File: src/rtl/tkt_pkg.sv
package tkt_pkg;
  localparam int NDIG = 2;
  typedef logic [3:0] bcd_t;
  typedef logic [6:0] seg_t;

  // bit0=a .. bit6=g, active high; non-decimal codes blank
  function automatic seg_t bcd_to_seg(bcd_t d);
    case (d)
      4'd0: return 7'h3F;
      4'd1: return 7'h06;
      4'd2: return 7'h5B;
      4'd3: return 7'h4F;
      4'd4: return 7'h66;
      4'd5: return 7'h6D;
      4'd6: return 7'h7D;
      4'd7: return 7'h07;
      4'd8: return 7'h7F;
      4'd9: return 7'h6F;
      default: return 7'h00;
    endcase
  endfunction
endpackage

File: src/rtl/tkt_bcd_digit.sv
module tkt_bcd_digit
  import tkt_pkg::*;
(
  input  logic clk_i,
  input  logic rst_ni,
  input  logic clr_i,
  input  logic inc_i,
  output bcd_t q_o,
  output logic wrap_o
);
  bcd_t q_q;

  assign wrap_o = (q_q == 4'd9);
  assign q_o    = q_q;

  always_ff @(posedge clk_i or negedge rst_ni) begin
    if (!rst_ni)      q_q <= '0;
    else if (clr_i)   q_q <= '0;
    else if (inc_i)   q_q <= wrap_o ? 4'd0 : q_q + 4'd1;
  end
endmodule

File: src/rtl/tkt_count_core.sv
module tkt_count_core
  import tkt_pkg::*;
#(
  parameter int LIMIT = 80
) (
  input  logic clk_i,
  input  logic rst_ni,
  input  logic next_i,
  input  logic clear_i,
  output bcd_t ones_o,
  output bcd_t tens_o,
  output logic at_limit_o
);
  localparam int LIM_ONES = LIMIT % 10;
  localparam int LIM_TENS = LIMIT / 10;

  bcd_t digit [NDIG];
  logic wrap  [NDIG];
  logic inc   [NDIG];
  logic stop;

  assign stop = (digit[0] == 4'(LIM_ONES)) && (digit[1] == 4'(LIM_TENS));

  for (genvar i = 0; i < NDIG; i++) begin : g_dig
    if (i == 0) begin : g_lsd
      assign inc[i] = next_i & ~stop;
    end else begin : g_upper
      assign inc[i] = inc[i-1] & wrap[i-1];
    end
    tkt_bcd_digit u_dig (
      .clk_i  (clk_i),
      .rst_ni (rst_ni),
      .clr_i  (clear_i),
      .inc_i  (inc[i]),
      .q_o    (digit[i]),
      .wrap_o (wrap[i])
    );
  end

  assign ones_o     = digit[0];
  assign tens_o     = digit[1];
  assign at_limit_o = stop;
endmodule

File: src/rtl/tkt_refresh.sv
module tkt_refresh #(
  parameter int DIV = 50000
) (
  input  logic clk_i,
  input  logic rst_ni,
  output logic sel_o
);
  localparam int W = (DIV > 2) ? $clog2(DIV) : 1;

  logic [W-1:0] cnt_q;
  logic         sel_q;
  logic         tick;

  assign tick  = (cnt_q == W'(DIV - 1));
  assign sel_o = sel_q;

  always_ff @(posedge clk_i or negedge rst_ni) begin
    if (!rst_ni) begin
      cnt_q <= '0;
      sel_q <= 1'b0;
    end else if (tick) begin
      cnt_q <= '0;
      sel_q <= ~sel_q;
    end else begin
      cnt_q <= cnt_q + W'(1);
    end
  end
endmodule

File: src/rtl/tkt_seg_dec.sv
module tkt_seg_dec
  import tkt_pkg::*;
(
  input  bcd_t d_i,
  output seg_t seg_o
);
  assign seg_o = bcd_to_seg(d_i);
endmodule

File: src/rtl/ticket_counter.sv
module ticket_counter
  import tkt_pkg::*;
#(
  parameter int LIMIT       = 80,
  parameter int REFRESH_DIV = 50000
) (
  input  logic       clk_i,
  input  logic       rst_ni,
  input  logic       next_i,
  input  logic       clear_i,
  output logic [6:0] seg_o,
  output logic [1:0] dig_en_o,
  output logic       at_limit_o
);
  bcd_t ones_q, tens_q, shown;
  logic sel;

  tkt_count_core #(.LIMIT(LIMIT)) u_core (
    .clk_i      (clk_i),
    .rst_ni     (rst_ni),
    .next_i     (next_i),
    .clear_i    (clear_i),
    .ones_o     (ones_q),
    .tens_o     (tens_q),
    .at_limit_o (at_limit_o)
  );

  tkt_refresh #(.DIV(REFRESH_DIV)) u_refresh (
    .clk_i  (clk_i),
    .rst_ni (rst_ni),
    .sel_o  (sel)
  );

  assign shown    = sel ? tens_q : ones_q;
  assign dig_en_o = sel ? 2'b10 : 2'b01;

  tkt_seg_dec u_dec (
    .d_i   (shown),
    .seg_o (seg_o)
  );
endmodule

File: config.mk
export PLATFORM = sky130hd
export DESIGN_NAME = ticket_counter
export DESIGN_NICKNAME = d
export VERILOG_FILES = /design/src/rtl/tkt_pkg.sv /design/src/rtl/tkt_bcd_digit.sv /design/src/rtl/tkt_count_core.sv /design/src/rtl/tkt_refresh.sv /design/src/rtl/tkt_seg_dec.sv /design/src/rtl/ticket_counter.sv
export SDC_FILE = /design/constraint.sdc
export NUM_CORES = 1
export LEC_CHECK = 0
export ABC_AREA = 1
export ABC_CLOCK_PERIOD_IN_PS = 3640
export BUFFER_PORTS_ARGS = -buffer_cell sky130_fd_sc_hd__buf_2
export CELL_PAD_IN_SITES_DETAIL_PLACEMENT = 1
export CELL_PAD_IN_SITES_GLOBAL_PLACEMENT = 2
export CORE_AREA = 2 2 72 74
export CTS_CLUSTER_SIZE = 12
export DETAILED_ROUTE_END_ITERATION = 8
export DIE_AREA = 0 0 74 76
export PLACE_DENSITY = 0.8
export SLEW_MARGIN = 20
export SYNTH_ARGS = -nofsm -noshare
export SYNTH_HDL_FRONTEND = slang
export SYNTH_SLANG_ARGS = --single-unit
File: constraint.sdc
create_clock -name clk_i -period 3.64 [get_ports clk_i]
set_input_delay 0.728 -clock clk_i [delete_from_list [all_inputs] [get_ports clk_i]]
set_output_delay 0.728 -clock clk_i [all_outputs]
set_load 0.03 [all_outputs]
==> run_results.csv <==
group,metric,value,unit
status,outcome,"complete, no violations",
worst_setup_path,crit_family,"compound AO/OA/AOI/OAI gates",
timing,relSlewSlack,60.6,%
global_route,grt_use_total,15.5,%
synthesis,ys_async_sr_fraction,100,%
timing,rsz0062_at_grt,"false",
worst_setup_path,cp_common_cell,"nand2_1",
cts,cts_tree,"built",
placed_design,dp_hpwl,3000,µm
floorplanning,die_h,76,µm
cts,cts_buffer_depth,2,
worst_setup_path,path_class,"register to output port",
cts,clkTransAtPathRegs,0.10,ns
synthesis,synth_simple_gate_area_share,37.1,%
floorplanning,core-area,0.00491,mm²
drt,drtAntennaViolNets,0,
worst_setup_path,cp_data_arrival_time,2.18,ns
drt,postRouteWirelength,3730,µm
final_layout,syn_to_final_growth,10.8,%
cts,cts_resized,0,
worst_setup_path,critPathMaxStageDelay,0.53,ns
job,drv_cap,0,
timing,setup_viol,0,
floorplanning,core.rowCount,26,
pwr,power.internal,0.396,mW
global_route,grt_pass1_vias,1482,
placed_design,place_area,0.00187,mm²
worst_setup_path,critPathCaptureType,"output port",
synthesis,synthFlopType,"dfrtp_1",
pwr,pwr-share-seq,50.5,%
timing,worst_pin_slew,0.591,ns
pwr,peakVddDrop,157,µV
timing,fmax,344,MHz
floorplanning,fp.dieW,74,µm
synthesis,synth_top_family_by_area,"simple AND/OR/NAND/NOR gates",
synthesis,syn_area,0.00173,mm²
synthesis,synth_xor_area_share,4.05,%
cts,cts.sinks,25,
cts,cts_hold_buf,0,
synthesis,yosys_register_bits,25,
drt,via_per_inst,4.59,
pwr,switchingPower,0.187,mW
synthesis,yosysWarnings,0,
drt,vias,1478,
synthesis,syn_nets,251,
global_route,antenna_found_initial,0,
placed_design,gp_congestion,0.787,
cts,root_buffer,"clkbuf_8",
cts,cts_max_level,1,
placed_design,portBuffers,13,
final_layout,layout-drive-gt1-share,17.1,%
synthesis,synthAdderAreaFrac,7.23,%
synthesis,synth_compound_area_share,6.21,%
worst_setup_path,worstPathCellList,"o21ai_0, inv_1, ha_1, inv_1, nand2_1, o21ai_0, nand2_1, nand2_1, buf_2",
timing,finalMaxSlewViolations,0,
final_layout,fin_area,0.00192,mm²
timing,fin_setup_tns,0,ns
pwr,p_leak,0.957,nW
worst_setup_path,path_max_fanout,11,
timing,hold_violations,0,
global_route,grt_pass1_wl,7030,µm
drt,drtIter0Drc,34,
pwr,combPwrFrac,19.8,%
pwr,netSwitchingFraction,32.0,%
timing,hold_ws,0.442,ns
floorplanning,die-area,0.00562,mm²
drt,drt_pass1_iterations,4,
cts,numCtsBuffers,3,
synthesis,synth-edff-count,0,
cts,clkLatencyLatePin,0.27,ns
worst_setup_path,path_buf_inv,3,
timing,fin_crit,2.90,ns
pwr,pwr-share-clk,29.7,%
cts,cts_setup_buffers,0,
floorplanning,initial_core_util,35.3,%
synthesis,yosysSeqAreaShare,36.1,%
worst_setup_path,setup.worst_path.start_class,"register",
pwr,pwr_density_cell,304,mW/mm²
final_layout,num_antenna_cells,0,
worst_setup_path,slowest_stage,"o21ai_0",
global_route,grt_max_degree,26,
synthesis,synth_cell_type_count,27,
synthesis,synthMuxAreaShare,0,%
synthesis,netlist_instances,237,
drt,drt-wirelength-per-cell,11.6,µm
drt,drc,0,
timing,min_period_over_period,79.8,%
global_route,grt-ovfl-total,0,
final_layout,nets,267,
floorplanning,ioPinCount,14,
timing,finClkSkew,0.00779,ns
synthesis,avgSynthCellArea,7.31,µm²
worst_setup_path,cp.required,2.91,ns
min_path,hold_path_class,"input pin to asynchronous set/reset pin",
-- layout by cell type, fill, tap and decap left out, types with 6 or more instances in the layout --
| cell type | Yosys | routed |
|---|---|---|
| nand3_1 | 15 | 15 |
| ha_1 | 10 | 10 |
| buf_2 | 0 | 13 |
| dfrtp_1 | 25 | 25 |
| inv_1 | 33 | 33 |
| nand4_1 | 7 | 7 |
| nand2_1 | 64 | 64 |
| xor2_1 | 6 | 6 |
| nor2_1 | 28 | 28 |
| o21ai_0 | 7 | 7 |
| nor2_2 | 7 | 7 |
-- state kept, by name (all words and copies together), names as in the netlist --
signal                  flops
u_refresh.sel_o             1
u_core.g_dig.u_dig.q_o      8
u_refresh.cnt_q            16
-- power by group through the flow --
stage,logic [mW],clock network (mW),registers [mW]
3_3_place_gp,0.116,0,0.300
4_1_cts,0.118,0.183,0.295
3_5_place_dp,0.118,0,0.300
6_report,0.115,0.173,0.295
5_1_grt,0.133,0.194,0.296
2_1_floorplan,0.0839,0,0.297
-- per-stage QoR --
| step | setup WS (ns) | total power, mW | cells | utilization, % |
|---|---|---|---|---|
| 2_1_floorplan | 1.24 | 0.381 | 237 | - |
| 3_3_place_gp | 1.07 | 0.417 | 318 | 38.1 |
| 3_5_place_dp | 0.992 | 0.418 | 318 | 38.1 |
| 4_1_cts | 0.681 | 0.596 | 322 | 39.0 |
| 5_1_grt | 0.483 | 0.624 | 322 | 39.0 |
| 6_report | 0.736 | 0.583 | 322 | 39.0 |
-- layout make-up --
cell class / instances / area [µm²]
Fill cell: 631 / 2990
Multi-Input combinational cell: 172 / 946
Sequential cell: 25 / 626
Inverter: 38 / 145
Tap cell: 70 / 87.6
Timing Repair Buffer: 13 / 65.1
Clock buffer: 3 / 41.3
Clock inverter: 1 / 7.51
-- path summary, 6_finish.rpt --
kind / start / to / slack [ns] / cells past startpoint
max: u_refresh.sel_o / seg_o[6] / 0.74 / 9
min: rst_ni / u_refresh.cnt_q[11] / 0.44 / 1
max reg2reg: u_core.g_dig[0].u_dig.q_o[1] / u_core.g_dig[1].u_dig.q_o[2] / 2.09 / 8
min reg2reg: u_refresh.cnt_q[0] / u_refresh.cnt_q[0] / 0.48 / 1
max in group asynchronous: rst_ni / u_core.g_dig[1].u_dig.q_o[3] / 2.80 / 1
min in group clk_i: u_refresh.cnt_q[0] / u_refresh.cnt_q[0] / 0.48 / 1
-- synthesized netlist by cell type (6+ instances only) --
cell     number  area [µm²]
xor2_1        6        52.6
o21ai_0       7        35.0
nor2_2        7        43.8
nand2_1      64         240
nor2_1       28         105
inv_1        33         124
nand4_1       7        43.8
dfrtp_1      25         626
ha_1         10         125
nand3_1      15        75.1
-- cell families after synthesis --
kind of cell / Yosys count
AO/OA/AOI/OAI: 17
XOR/XNOR: 8
AND/OR/NAND/NOR: 137
adder cells (fa/ha/maj): 10
flip-flops: 25
buffers and inverters: 40
-- layer usage --
metal | up-vias | routed length (µm) | GRT usage, %
li1 | 771 | - | -
met1 | 693 | 2070 | 24.5
met2 | 12 | 1550 | 22.0
met3 | 2 | 85 | 2.51
met4 | 0 | 27 | 3.82
met5 | - | 0 | 0
No activity file was read; power rests on OpenSTA's default activity.
